`config.mk`:
```
export PLATFORM = sky130hd
export DESIGN_NAME = pin_cs_formatter
export DESIGN_NICKNAME = d
export VERILOG_FILES = /design/src/rtl/cs_fmt_pkg.sv /design/src/rtl/cs_lrck_edge.sv /design/src/rtl/cs_frame_track.sv /design/src/rtl/pin_cs_formatter.sv
export SDC_FILE = /design/constraint.sdc
export NUM_CORES = 1
export LEC_CHECK = 0
export ABC_AREA = 0
export BUFFER_PORTS_ARGS = -buffer_cell sky130_fd_sc_hd__buf_2
export CORE_AREA = 2 2 53 55
export CTS_CLUSTER_SIZE = 40
export DETAILED_ROUTE_END_ITERATION = 12
export DIE_AREA = 0 0 55 57
export MAX_ROUTING_LAYER = met4
export PLACE_DENSITY = 0.7
export REMOVE_ABC_BUFFERS = 1
export SYNTH_ARGS = -nofsm -noshare
export SYNTH_HDL_FRONTEND = slang
export SYNTH_SLANG_ARGS = --single-unit
```
`constraint.sdc`:
```
create_clock -name clk -period 4.45 [get_ports clk]
set_input_delay 0.2225 -clock clk [delete_from_list [all_inputs] [get_ports clk]]
set_output_delay 0.2225 -clock clk [all_outputs]
set_load 0.02 [all_outputs]
```
`src/rtl/cs_fmt_pkg.sv`:
```
package cs_fmt_pkg;

    // Category pattern, element 0 goes to status bit 8
    localparam logic [6:0] CAT_PATTERN = 7'b0011010;
    localparam int unsigned CAT_LSB    = 8;
    localparam int unsigned LINE_BIT   = 15;

    typedef struct packed {
        logic copy_c;
        logic orig;
        logic emph;
        logic nonaudio;
    } cs_cfg_t;

    typedef struct packed {
        logic c;
        logic u;
        logic v;
    } cuv_t;

    function automatic logic pro_layout(input cs_cfg_t cfg);
        return cfg.copy_c & cfg.orig;
    endfunction

    function automatic logic consumer_bit(input int unsigned idx, input cs_cfg_t cfg);
        logic b;
        b = 1'b0;
        if (idx == 1) b = cfg.nonaudio;
        else if (idx == 2) b = cfg.copy_c;
        else if (idx == 3) b = cfg.emph;
        else if (idx >= CAT_LSB && idx < CAT_LSB + 7) b = CAT_PATTERN[idx - CAT_LSB];
        else if (idx == LINE_BIT) b = cfg.orig;
        return b;
    endfunction

    function automatic logic professional_bit(input int unsigned idx, input cs_cfg_t cfg);
        logic b;
        b = 1'b0;
        case (idx)
            0: b = 1'b1;
            1: b = cfg.nonaudio;
            2: b = 1'b1;
            3, 4: b = cfg.emph;
            default: b = 1'b0;
        endcase
        return b;
    endfunction

    function automatic logic status_bit(input int unsigned idx, input cs_cfg_t cfg);
        return pro_layout(cfg) ? professional_bit(idx, cfg) : consumer_bit(idx, cfg);
    endfunction

endpackage

```
`src/rtl/cs_lrck_edge.sv`:
```
module cs_lrck_edge (
    input  logic clk,
    input  logic rst,
    input  logic frame_clk,
    output logic edge_stb,
    output logic first_sub
);
    logic lvl_q;

    always_ff @(posedge clk) begin
        if (rst) lvl_q <= frame_clk;
        else     lvl_q <= frame_clk;
    end

    assign edge_stb  = frame_clk ^ lvl_q;
    assign first_sub = frame_clk;
endmodule

```
`src/rtl/cs_frame_track.sv`:
```
module cs_frame_track #(
    parameter int unsigned FRAMES = 192,
    localparam int unsigned IDX_W = $clog2(FRAMES)
) (
    input  logic             clk,
    input  logic             rst,
    input  logic             edge_stb,
    input  logic             first_sub,
    input  logic             follow,
    input  logic             blk_in,
    output logic [IDX_W-1:0] idx,
    output logic             blk_flag
);
    localparam logic [IDX_W-1:0] LAST = IDX_W'(FRAMES - 1);

    logic [IDX_W-1:0] next_q;
    logic [IDX_W-1:0] cur_q;
    logic [IDX_W-1:0] start_idx;

    assign start_idx = (follow && blk_in) ? '0 : next_q;
    assign idx       = first_sub ? start_idx : cur_q;

    always_ff @(posedge clk) begin
        if (rst) begin
            next_q   <= '0;
            cur_q    <= '0;
            blk_flag <= 1'b0;
        end else if (edge_stb && first_sub) begin
            cur_q    <= start_idx;
            next_q   <= (start_idx == LAST) ? '0 : start_idx + 1'b1;
            blk_flag <= (start_idx == '0);
        end
    end
endmodule

```
`src/rtl/pin_cs_formatter.sv`:
```
module pin_cs_formatter #(
    parameter int unsigned FRAMES = 192
) (
    input  logic clk,
    input  logic rst,
    input  logic frame_clk,
    input  logic mode_serial,
    input  logic copy_c,
    input  logic orig,
    input  logic emph,
    input  logic nonaudio,
    input  logic u_in,
    input  logic v_in,
    input  logic blk_drive,
    input  logic blk_in,
    output logic cuv_valid,
    output logic c_out,
    output logic u_out,
    output logic v_out,
    output logic sub_second,
    output logic blk_out,
    output logic blk_oe
);
    import cs_fmt_pkg::*;

    localparam int unsigned IDX_W = $clog2(FRAMES);

    logic             edge_stb;
    logic             first_sub;
    logic [IDX_W-1:0] idx;
    logic             blk_flag;
    cs_cfg_t          cfg;
    cuv_t             nxt;
    cuv_t             out_q;
    logic             valid_q;
    logic             second_q;

    cs_lrck_edge u_edge (
        .clk       (clk),
        .rst       (rst),
        .frame_clk (frame_clk),
        .edge_stb  (edge_stb),
        .first_sub (first_sub)
    );

    cs_frame_track #(.FRAMES(FRAMES)) u_track (
        .clk       (clk),
        .rst       (rst),
        .edge_stb  (edge_stb),
        .first_sub (first_sub),
        .follow    (!blk_drive),
        .blk_in    (blk_in),
        .idx       (idx),
        .blk_flag  (blk_flag)
    );

    assign cfg = '{copy_c: copy_c, orig: orig, emph: emph, nonaudio: nonaudio};

    always_comb begin
        nxt.c = mode_serial ? copy_c : status_bit(int'(idx), cfg);
        nxt.u = u_in;
        nxt.v = v_in;
    end

    always_ff @(posedge clk) begin
        if (rst) begin
            valid_q  <= 1'b0;
            out_q    <= '0;
            second_q <= 1'b0;
        end else begin
            valid_q <= edge_stb;
            if (edge_stb) begin
                out_q    <= nxt;
                second_q <= !first_sub;
            end
        end
    end

    assign cuv_valid  = valid_q;
    assign c_out      = out_q.c;
    assign u_out      = out_q.u;
    assign v_out      = out_q.v;
    assign sub_second = second_q;
    assign blk_oe     = blk_drive;
    assign blk_out    = blk_drive & blk_flag;
endmodule

```
# After elaboration in Yosys (flattened, before gate mapping)
# Memory sizes are Yosys's and may differ from the RTL's.
# Cells that the tools add are included.
# word_totals
n_memories	1
mem_bits_ro	8
word_cells	45
out_inout_bits	7
inputBits	12
reg_bits	23
# mem_list
name	depth	width	rd	rd_clocked_by_memory_dff	wr	line	rtl
(no name shown)	8	1	1	0	0	cs_fmt_pkg.sv:31	else if (idx >= CAT_LSB && idx < CAT_LSB + 7) b = CAT_PATTERN[idx - CAT_LSB];
# classes
addsub	2
reduce_logical	9
bitwise_logic	3
n_mux	12
order_cmp	3
eq_ne	6
# ops
operator	n
32-bit by 4-bit less-than comparator with 1-bit output, second input constant	1
8-bit 2-to-1 mux	3
8-bit by 2-bit == test with 1-bit output, second input constant	2
8-bit zero test	2
8-bit by 4-bit subtractor with 9-bit output, second input constant	1
8-bit by 1-bit adder with 8-bit output, second input constant	1
8-bit by 1-bit == test with 1-bit output, second input constant	1
8-bit by 3-bit == test with 1-bit output, second input constant	1
8-bit by 4-bit == test with 1-bit output, second input constant	1
8-bit == test, second input constant	1
8-bit by 4-bit >= comparator with 1-bit output, second input constant	1
8-bit by 4-bit less-than comparator with 1-bit output, second input constant	1
1-bit 2-to-1 mux	8
2-bit OR reduction	2
1-bit logical AND	3
1-bit one-hot mux with 3 select lines	1
1-bit bitwise AND	2
1-bit zero test	2
1-bit XOR	1

# Depth between registers and ports, before layout
# Gate-level depths: netlist (run 1).
# logic_depth
depth_word	13
depth_mapped	8
ltp_nobuf	7

# Hierarchy
# A second synthesis (run 1) with hierarchy kept.
# hier_totals
hier_cells	165
hier_area_um2	1255.0
# by_module_without_submodules
mod	instances	seq_area_each_um2	cells_per_inst	area_each_um2
cs_frame_track	1	340.3	127	934.6
pin_cs_formatter	1	100.1	35	284.0
cs_lrck_edge	1	20.0	3	36.3

# Least setup slack after synthesis (run 1)
# OpenSTA, ideal clock, no wires.
# synth_path
path_kind	register to register
from	register u_edge.lvl_q
to	register out_q, in the netlist c_out
n_path_buf	1
stages_incl_launch_ff	9
setup_ns	0.138
synth_period_minus_slack_ns	1.480
path_slack_ns	2.970
t_required_ns	4.312
arrival_time_ns	1.342
path_cell_list	dfxtp_1 -> inv_1 -> ha_1 -> buf_2 -> and2_1 -> o21ai_0 -> a211oi_2 -> o21ai_1 -> o221ai_1
# synth_via
elab_chain_cells	1
# synth_lines
element	line	rtl
from (decl)	cs_lrck_edge.sv:8	logic lvl_q;
from (signal assigned)	cs_lrck_edge.sv:11	if (rst) lvl_q <= frame_clk;
from (signal assigned)	cs_lrck_edge.sv:12	else lvl_q <= frame_clk;
1-bit XOR	cs_lrck_edge.sv:15	assign edge_stb = frame_clk ^ lvl_q;
to (signal assigned)	pin_cs_formatter.sv:73	out_q <= nxt;
to (decl)	pin_cs_formatter.sv:34	cuv_t out_q;
# Every way passes these cells.
# A chain may end at the register's enable or synchronous reset.

# Worst setup path in the final report (run 1)
# layout_path
from	register u_edge.lvl_q
to	register u_track.next_q[2]
# layout_via
elab_chain_cells	2
# layout_lines
element	line	rtl
1-bit XOR	cs_lrck_edge.sv:15	
1-bit logical AND	cs_frame_track.sv:28	end else if (edge_stb && first_sub) begin
to (signal assigned)	cs_frame_track.sv:30	next_q <= (start_idx == LAST) ? '0 : start_idx + 1'b1;
to (decl)	cs_frame_track.sv:16	logic [IDX_W-1:0] next_q;
# Every way passes these cells.

==> flow_metrics.env, run 1 <==
export IMPL_grt_overflow=0
export IMPL_slowest_stage="ha_1"
export IMPL_min_path_cells=3
export IMPL_antenna_found_initial=0
export IMPL_skew_ps=2.54
export IMPL_drive_gt1_frac=0.180
export IMPL_reg2reg_depth=6
export IMPL_synth_edf_count=0
export IMPL_fmax_mhz=516
export IMPL_num_antenna_cells=0
export IMPL_wire_per_inst_um=13.0
export IMPL_cts_sink_count=23
export IMPL_numCtsBuffers=3
export IMPL_layout_setup_ws_ps=2510
export IMPL_multi_input_area_um2=693
export IMPL_peakVddDrop_mv=0.250
export IMPL_final_cell_count_no_fill=198
export IMPL_holdPathEnd="v_out"
export IMPL_die_w_um=55
export IMPL_cap_violations=0
export IMPL_cts_root_buffer="clkbuf_4"
export IMPL_cts_buffer_depth=2
export IMPL_gp_congestion=0.857
export IMPL_required_ps=4680
export IMPL_synthTopCellsByArea="dfxtp_1 37%, a21oi_1 7.7%, nor2_1 5.8%, nand3_1 5.7%, nand2b_1 4.5%"
export IMPL_drc=0
export IMPL_grt_pass1_wl_um=4040
export IMPL_crit_buf_inv=1
export IMPL_drv_slew=0
export IMPL_area_growth_pct=7.58
export IMPL_synth_most_common_cell="dfxtp_1"
export IMPL_place_ws_ps=2370
export IMPL_setup_worst_path_start_class="register"
export IMPL_timing_rr_end="u_track.next_q[2]"
export IMPL_ios=19
export IMPL_initial_utilization=0.474
export IMPL_period_minus_slack_ps=1940
export IMPL_dieHeight_um=57
export IMPL_hold_buffers=0
export IMPL_path_clk_slew_ps=130
export IMPL_grt_max_degree=28
export IMPL_yosysTopAreaCell="dfxtp_1"
export IMPL_grt_usage=0.178
export IMPL_worstSetupEndpointType="register"
export IMPL_arrival_ps=2170
export IMPL_crit_type="reg2reg"
export IMPL_dp_hpwl_um=1820
export IMPL_powerDensity_nw_per_um2=274
export IMPL_slew_headroom=0.467
export IMPL_hold_path_class="in2reg"
export IMPL_regArea_um2=460
export IMPL_crit_family="adder cells"
export IMPL_holdCritStartpoint="v_in"
export IMPL_io_buffers=18
export IMPL_synth_area_um2=1240
export IMPL_dieArea_um2=3140
export IMPL_synth_seq_cells=23
export IMPL_synth_common_cells="23 x dfxtp_1, 19 x a21oi_1, 19 x nor2_1"
export IMPL_cts_tree="yes"
export IMPL_fp_row_count=19
export IMPL_ctsResizeCount=0
export IMPL_r2r_start="u_edge.lvl_q"
export IMPL_fillers=259
export IMPL_worst_pin_slew_ps=799
export IMPL_path_cells="inv_1, ha_1, nand2_1, a311oi_1, nor2_1, a311oi_1"
export IMPL_setup_tns_ps=0
export IMPL_syn_area_per_cell_um2=7.89
export IMPL_synth_cell_types=38
export IMPL_viasPerCell=5.75
export IMPL_cts_post_setup_buffers_inserted=0
export IMPL_seq_area_frac_synth=0.372
export IMPL_core_um2=2620
export IMPL_cpMostUsedCell="a311oi_1"
export IMPL_status="finished, final reports clean"
export IMPL_grt_pass1_vias=992
export IMPL_nNetsFinal=181
export IMPL_dr_pass1_iters=4
export IMPL_cp_max_fo=27
export IMPL_synth_top_area_frac=0.372
export IMPL_hold_violations=0
export IMPL_max_stage_delay_ps=660
export IMPL_yosysWarningCount=0
export IMPL_clk_latency_ps=310
export IMPL_cts_max_level=1
export IMPL_drtIter0Drc=15
export IMPL_synthFlopType="dfxtp_1"
export IMPL_wl_um=2580
export IMPL_power_leakage_nw=0.511
export IMPL_vias=1139
export IMPL_setup_viol=0
export IMPL_synth_cells=157
export IMPL_fin_crit_sh=0.435
export IMPL_ant_nets=0
export IMPL_placed_cells=194
export IMPL_rsz0062_at_grt="false"
export IMPL_rrSetupSlack_ps=2510
export IMPL_async_flop_share=0
kinds of logic (layout without fill, tap and decap cells):
family / Yosys count / after routing / share of synthesized area
buf+inv: 18 / 28 / 0.0687
compound gates: 46 / 46 / 0.249
flops: 23 / 23 / 0.372
mux: 2 / 2 / 0.0162
simple gates: 67 / 67 / 0.284
fa+ha+maj: 1 / 1 / 0.0101
how the worst max path moves through the flow:
stage | cells after the start | slack, ps | to | startpoint
6_report | 6 | 2510 | u_track.next_q[2] | u_edge.lvl_q
3_3_place_gp | 6 | 2440 | u_track.next_q[2] | frame_clk
2_1_floorplan | 6 | 2870 | u_track.next_q[2] | u_edge.lvl_q
5_1_grt | 6 | 2380 | u_track.next_q[2] | u_edge.lvl_q
4_1_cts | 6 | 2550 | u_track.next_q[2] | u_edge.lvl_q
3_5_place_dp | 6 | 2370 | u_track.next_q[2] | frame_clk
flip-flops by register name, summed over array words and instances, names as in the netlist:
register	flops
u_track.cur_q	8
u_track.next_q	8
c_out	1
v_out	1
u_out	1
cuv_valid	1
sub_second	1
u_edge.lvl_q	1
u_track.blk_flag	1
metal layers:
metal	global-route usage	share of wire
met5	-	0
met1	0.213	0.45
met2	0.293	0.52
met3	0.0236	0.027
met4	0.0732	0.0077
per-stage QoR:
step                hold WS, ps  area (um2)  power (mW)   util
floorplan                   250        1180       0.251      -
global placement            453        1310       0.271  0.499
detailed placement          455        1310       0.274  0.499
CTS                         134        1330       0.369  0.510
global route                127        1330       0.385  0.510
finish                      148        1330       0.365  0.510
power breakdown:
group | leakage [nW] | total, mW | internal (mW) | switching [mW]
Combinational | 0.306 | 0.0535 | 0.0200 | 0.0335
Clock | 0.0177 | 0.0962 | 0.0336 | 0.0626
Sequential | 0.187 | 0.216 | 0.212 | 0.00381
cell usage in the layout, fill, tap and decap left out, drive strengths merged, types with 2 or more instances in the layout:
cell type / n
dfxtp: 23
nor2: 19
a21oi: 19
buf: 18
nand3: 15
nand2b: 10
nand2: 9
o21ai: 9
inv: 6
a31oi: 4
and2: 3
nor2b: 3
clkbuf: 3
a22oi: 2
a311oi: 2
nor3: 2
nor4: 2
mux2i: 2
o41ai: 2
cell type report:
type                            count  share of cell area
Multi-Input combinational cell    116               0.520
Sequential cell                    23               0.346
Timing Repair Buffer               18              0.0676
Tap cell                           31              0.0291
Clock buffer                        3              0.0169
Inverter                            6              0.0169
Clock inverter                      1             0.00376
worst min-delay path, delay by kind of cell:
family | cells | cell delay (ps)
buffers and inverters | 1 | 70
AND/OR/NAND/NOR | 1 | 70
multiplexers | 1 | 60
No activity file was read; power rests on OpenSTA's default activity.
==> run 2, diff against run 1 <==
clock period = 2 ns   (was 4.45 ns; I/O delays follow)
==> run 2 against run 1 <==
- die area did not move
- non-clock buffer count rose by 1
- maximum frequency up 15%
- wire length up 0.31%
- highest routed layer unchanged
==> flow_metrics.env, run 2 (synthesized netlist as in run 1, its figures left out) <==
export IMPL_grt_overflow=0
export IMPL_nNetsFinal=182
export IMPL_dp_hpwl_um=1840
export IMPL_wl_um=2590
export IMPL_status="finished, final reports clean"
export IMPL_antenna_found_initial=0
export IMPL_cts_sink_count=23
export IMPL_reg_top3="u_track.cur_q: 8 flops, u_track.next_q: 8 flops"
export IMPL_holdPathEnd="v_out"
export IMPL_timing_rr_end="c_out"
export IMPL_rrSetupSlack_ps=320
export IMPL_gp_congestion=0.786
export IMPL_path_clk_slew_ps=130
export IMPL_seqPwrFrac=0.591
export IMPL_cts_root_buffer="clkbuf_4"
export IMPL_num_antenna_cells=0
export IMPL_holdCritStartpoint="v_in"
export IMPL_skew_ps=6.34
export IMPL_p_int_uw=591
export IMPL_worstSetupEndpointType="register"
export IMPL_dieArea_um2=3140
export IMPL_switching_share=0.272
export IMPL_drc=0
export IMPL_rsz0062_at_grt="false"
export IMPL_die_w_um=55
export IMPL_p_comb_frac=0.147
export IMPL_dieHeight_um=57
export IMPL_cp_max_fo=9
export IMPL_reg2reg_depth=7
export IMPL_initial_utilization=0.474
export IMPL_ant_nets=0
export IMPL_cap_violations=0
export IMPL_switching_power_uw=221
export IMPL_fp_row_count=19
export IMPL_wire_per_inst_um=13.0
export IMPL_ios=19
export IMPL_numCtsBuffers=3
export IMPL_slew_headroom=0.665
export IMPL_grt_pass1_vias=988
export IMPL_power_leakage_nw=0.516
export IMPL_peakVddDrop_mv=0.444
export IMPL_grt_max_degree=27
export IMPL_dr_pass1_iters=4
export IMPL_required_ps=2230
export IMPL_drtIter0Drc=29
export IMPL_min_path_cells=3
export IMPL_worst_pin_slew_ps=500
export IMPL_powerDensity_nw_per_um2=606
export IMPL_io_buffers=18
export IMPL_setup_worst_path_start_class="register"
export IMPL_clockPowerShare=0.262
export IMPL_clk_latency_ps=310
export IMPL_viasPerCell=5.53
export IMPL_arrival_ps=1910
export IMPL_hold_buffers=0
export IMPL_cts_max_level=1
export IMPL_hold_violations=0
export IMPL_hold_path_class="in2reg"
export IMPL_period_minus_slack_ps=1680
export IMPL_r2r_start="u_edge.lvl_q"
export IMPL_setup_viol=0
export IMPL_finalPower_uw=812
export IMPL_drive_gt1_frac=0.185
export IMPL_fmax_mhz=595
export IMPL_core_um2=2620
export IMPL_ctsResizeCount=0
export IMPL_crit_type="reg2reg"
export IMPL_grt_pass1_wl_um=4100
export IMPL_grt_usage=0.180
export IMPL_cts_tree="yes"
export IMPL_cts_buffer_depth=2
export IMPL_fin_crit_sh=0.840
export IMPL_layout_common_cells="23 x dfxtp_1, 19 x nor2_1, 19 x a21oi_1, 18 x buf_2, 14 x nand3_1"
export IMPL_area_growth_pct=8.18
export IMPL_final_common_cell="dfxtp_1"
export IMPL_cts_post_setup_buffers_inserted=0
export IMPL_vias=1101
export IMPL_setup_tns_ps=0
export IMPL_drv_slew=0
run 2: worst max-delay path: stages (launching register included):
cell      delay, ps
dfxtp_1         330
inv_1            40
ha_1            430
and2_1          170
o21ai_0         140
a211oi_2        230
o21ai_1          90
o221ai_1        180
run 2: per-stage QoR:
| step | instance area (um2) | hold WS [ps] | setup slack (ps) | instances | utilization |
|---|---|---|---|---|---|
| 2_1_floorplan | 1180 | 128 | 424 | 145 | - |
| 3_3_place_gp | 1310 | 342 | 462 | 195 | 0.502 |
| 3_5_place_dp | 1310 | 355 | 341 | 195 | 0.502 |
| 4_1_cts | 1340 | 26.3 | 335 | 199 | 0.512 |
| 5_1_grt | 1340 | 32.8 | 238 | 199 | 0.512 |
| 6_report | 1340 | 31.1 | 320 | 199 | 0.512 |
run 2: final cells by class:
cell class | count | area [um2]
clock buffers | 3 | 22.5
clock inverters | 1 | 5.00
repair buffers | 19 | 97.6
inverters | 6 | 22.5
multi-input cells | 116 | 693
flip-flops and latches | 23 | 460
fillers | 271 | 1270
well taps | 31 | 38.8
run 2: metal layers:
metal | vias up | track usage | wire (um)
met4 | 0 | 0.0732 | 25
met2 | 11 | 0.304 | 1290
met3 | 2 | 0.0236 | 61
met1 | 514 | 0.209 | 1220
li1 | 574 | - | -
met5 | - | - | 0
run 2: power by group through the flow:
| stage | Combinational, mW | Sequential, mW | Clock [mW] |
|---|---|---|---|
| global placement | 0.116 | 0.489 | 0 |
| finish | 0.119 | 0.480 | 0.212 |
| floorplan | 0.0611 | 0.498 | 0 |
| global route | 0.131 | 0.482 | 0.242 |
| detailed placement | 0.119 | 0.490 | 0 |
| CTS | 0.120 | 0.480 | 0.223 |
run 2: worst max-delay path by stage:
stage | slack, ps | from | depth (start not counted) | endpoint
floorplan | 420 | u_edge.lvl_q | 6 | u_track.next_q[2]
global placement | 460 | frame_clk | 7 | c_out
detailed placement | 340 | frame_clk | 7 | c_out
CTS | 330 | u_edge.lvl_q | 7 | c_out
global route | 240 | u_edge.lvl_q | 7 | c_out
finish | 320 | u_edge.lvl_q | 7 | c_out
==> run 3, diff against run 2 <==
clock period = 1.6 ns   (was 2 ns; I/O delays follow)
==> run 3 against run 2 <==
- first-iteration DRC count up 21%
- largest cell class unchanged
- via count up 4.3%
- highest routed layer unchanged
- register-to-register slack worse by 240 ps
==> flow_metrics.env, run 3 (synthesized netlist as in run 1, its figures left out) <==
export IMPL_grt_pass1_vias=1058
export IMPL_numCtsBuffers=3
export IMPL_dpl_instance_area_um2=1360
export IMPL_nNetsFinal=188
export IMPL_cts_sink_count=23
export IMPL_wire_per_inst_um=13.0
export IMPL_dieHeight_um=57
export IMPL_final_common_cell="dfxtp_1"
export IMPL_slew_headroom=0.666
export IMPL_status="finished, final reports clean"
export IMPL_area_growth_pct=11.8
export IMPL_hold_path_class="in2reg"
export IMPL_core_um2=2620
export IMPL_cp_max_fo=7
export IMPL_drtIter0Drc=35
export IMPL_drv_slew=0
export IMPL_vias=1148
export IMPL_grt_max_degree=27
export IMPL_path_clk_slew_ps=120
export IMPL_fmax_mhz=658
export IMPL_cts_buffer_depth=2
export IMPL_grt_pass1_wl_um=4520
export IMPL_setup_viol=0
export IMPL_viasPerCell=5.60
export IMPL_cts_max_level=1
export IMPL_cts_tree="yes"
export IMPL_power_leakage_nw=0.546
export IMPL_fp_row_count=19
export IMPL_p_comb_frac=0.154
export IMPL_rsz0062_at_grt="false"
export IMPL_required_ps=1800
export IMPL_gp_congestion=0.796
export IMPL_powerDensity_nw_per_um2=734
export IMPL_die_w_um=55
export IMPL_ant_nets=0
export IMPL_dieArea_um2=3140
export IMPL_cap_violations=0
export IMPL_switching_power_uw=273
export IMPL_drive_gt1_frac=0.213
export IMPL_dr_pass1_iters=4
export IMPL_finalPower_mw=1.02
export IMPL_grt_overflow=0
export IMPL_antenna_found_initial=0
export IMPL_reg_top3="u_track.cur_q: 8 flops, u_track.next_q: 8 flops"
export IMPL_dp_hpwl_um=1970
export IMPL_clockPowerShare=0.256
export IMPL_clk_latency_ps=310
export IMPL_p_int_uw=743
export IMPL_hold_violations=0
export IMPL_ios=19
export IMPL_hold_buffers=0
export IMPL_reg2reg_depth=6
export IMPL_setup_tns_ps=0
export IMPL_skew_ps=5.26
export IMPL_switching_share=0.269
export IMPL_ctsResizeCount=0
export IMPL_min_path_cells=3
export IMPL_final_area_um2=1390
export IMPL_peakVddDrop_mv=0.571
export IMPL_arrival_ps=1720
export IMPL_seqPwrFrac=0.589
export IMPL_io_buffers=18
export IMPL_wl_um=2670
export IMPL_worst_pin_slew_ps=496
export IMPL_fin_crit_sh=0.950
export IMPL_cts_post_setup_buffers_inserted=0
export IMPL_crit_type="reg2reg"
export IMPL_grt_usage=0.198
export IMPL_drc=0
export IMPL_num_antenna_cells=0
export IMPL_cts_root_buffer="clkbuf_4"
export IMPL_period_minus_slack_ps=1520
export IMPL_setup_worst_path_start_class="register"
export IMPL_worstSetupEndpointType="register"
export IMPL_layout_common_cells="23 x dfxtp_1, 19 x nor2_1, 19 x a21oi_1, 18 x buf_2, 14 x nand3_1"
export IMPL_initial_utilization=0.474
-- run 3: routing by layer --
| layer | share of wire | up-vias | track usage | routed length, um |
|---|---|---|---|---|
| met5 | 0 | - | - | 0 |
| met4 | 0.014 | 0 | 0.0941 | 38 |
| met3 | 0.022 | 4 | 0.0262 | 59 |
| met2 | 0.50 | 12 | 0.308 | 1330 |
| met1 | 0.47 | 541 | 0.251 | 1250 |
| li1 | - | 591 | - | - |
-- run 3: through the flow --
stage	hold WS [ps]	utilization	instances	setup slack, ps
after floorplan	108	-	145	23.6
after global placement	316	0.519	201	130
after global routing	18.4	0.530	205	5.25
after detailed placement	329	0.519	201	129
after CTS	1.58	0.530	205	94.6
final	4.10	0.530	205	80.7
-- run 3: final timing paths --
kind / start / end / slack (ps)
hold reg to reg: u_track.cur_q[1] / u_track.cur_q[1] / 480
hold / removal: v_in / v_out / 4
setup reg to reg: u_track.next_q[0] / u_track.next_q[6] / 80
setup / recovery: u_track.next_q[0] / u_track.next_q[6] / 80
-- run 3: critical path, cell delays in order (launching register included) --
cell and delay, ps:
dfxtp_1 470, and3_4 260, nand3_2 110, nor2_1 200
o21ai_0 140, a32oi_1 170, nor2_1 60
-- run 3: power groups by stage --
stage          Sequential [mW]  Clock (mW)  Combinational [mW]
2_1_floorplan            0.623           0              0.0764
3_3_place_gp             0.610           0               0.153
3_5_place_dp             0.612           0               0.156
4_1_cts                  0.599       0.270               0.157
5_1_grt                  0.602       0.294               0.174
6_report                 0.599       0.261               0.157
-- run 3: layout make-up --
| class | instances | area (um2) |
|---|---|---|
| timing repair buffer | 25 | 143 |
| multi-input combinational | 116 | 693 |
| inverter | 6 | 22.5 |
| clock buffer | 3 | 22.5 |
| tap | 31 | 38.8 |
| sequential | 23 | 460 |
| fill | 250 | 1230 |
| clock inverter | 1 | 5.00 |
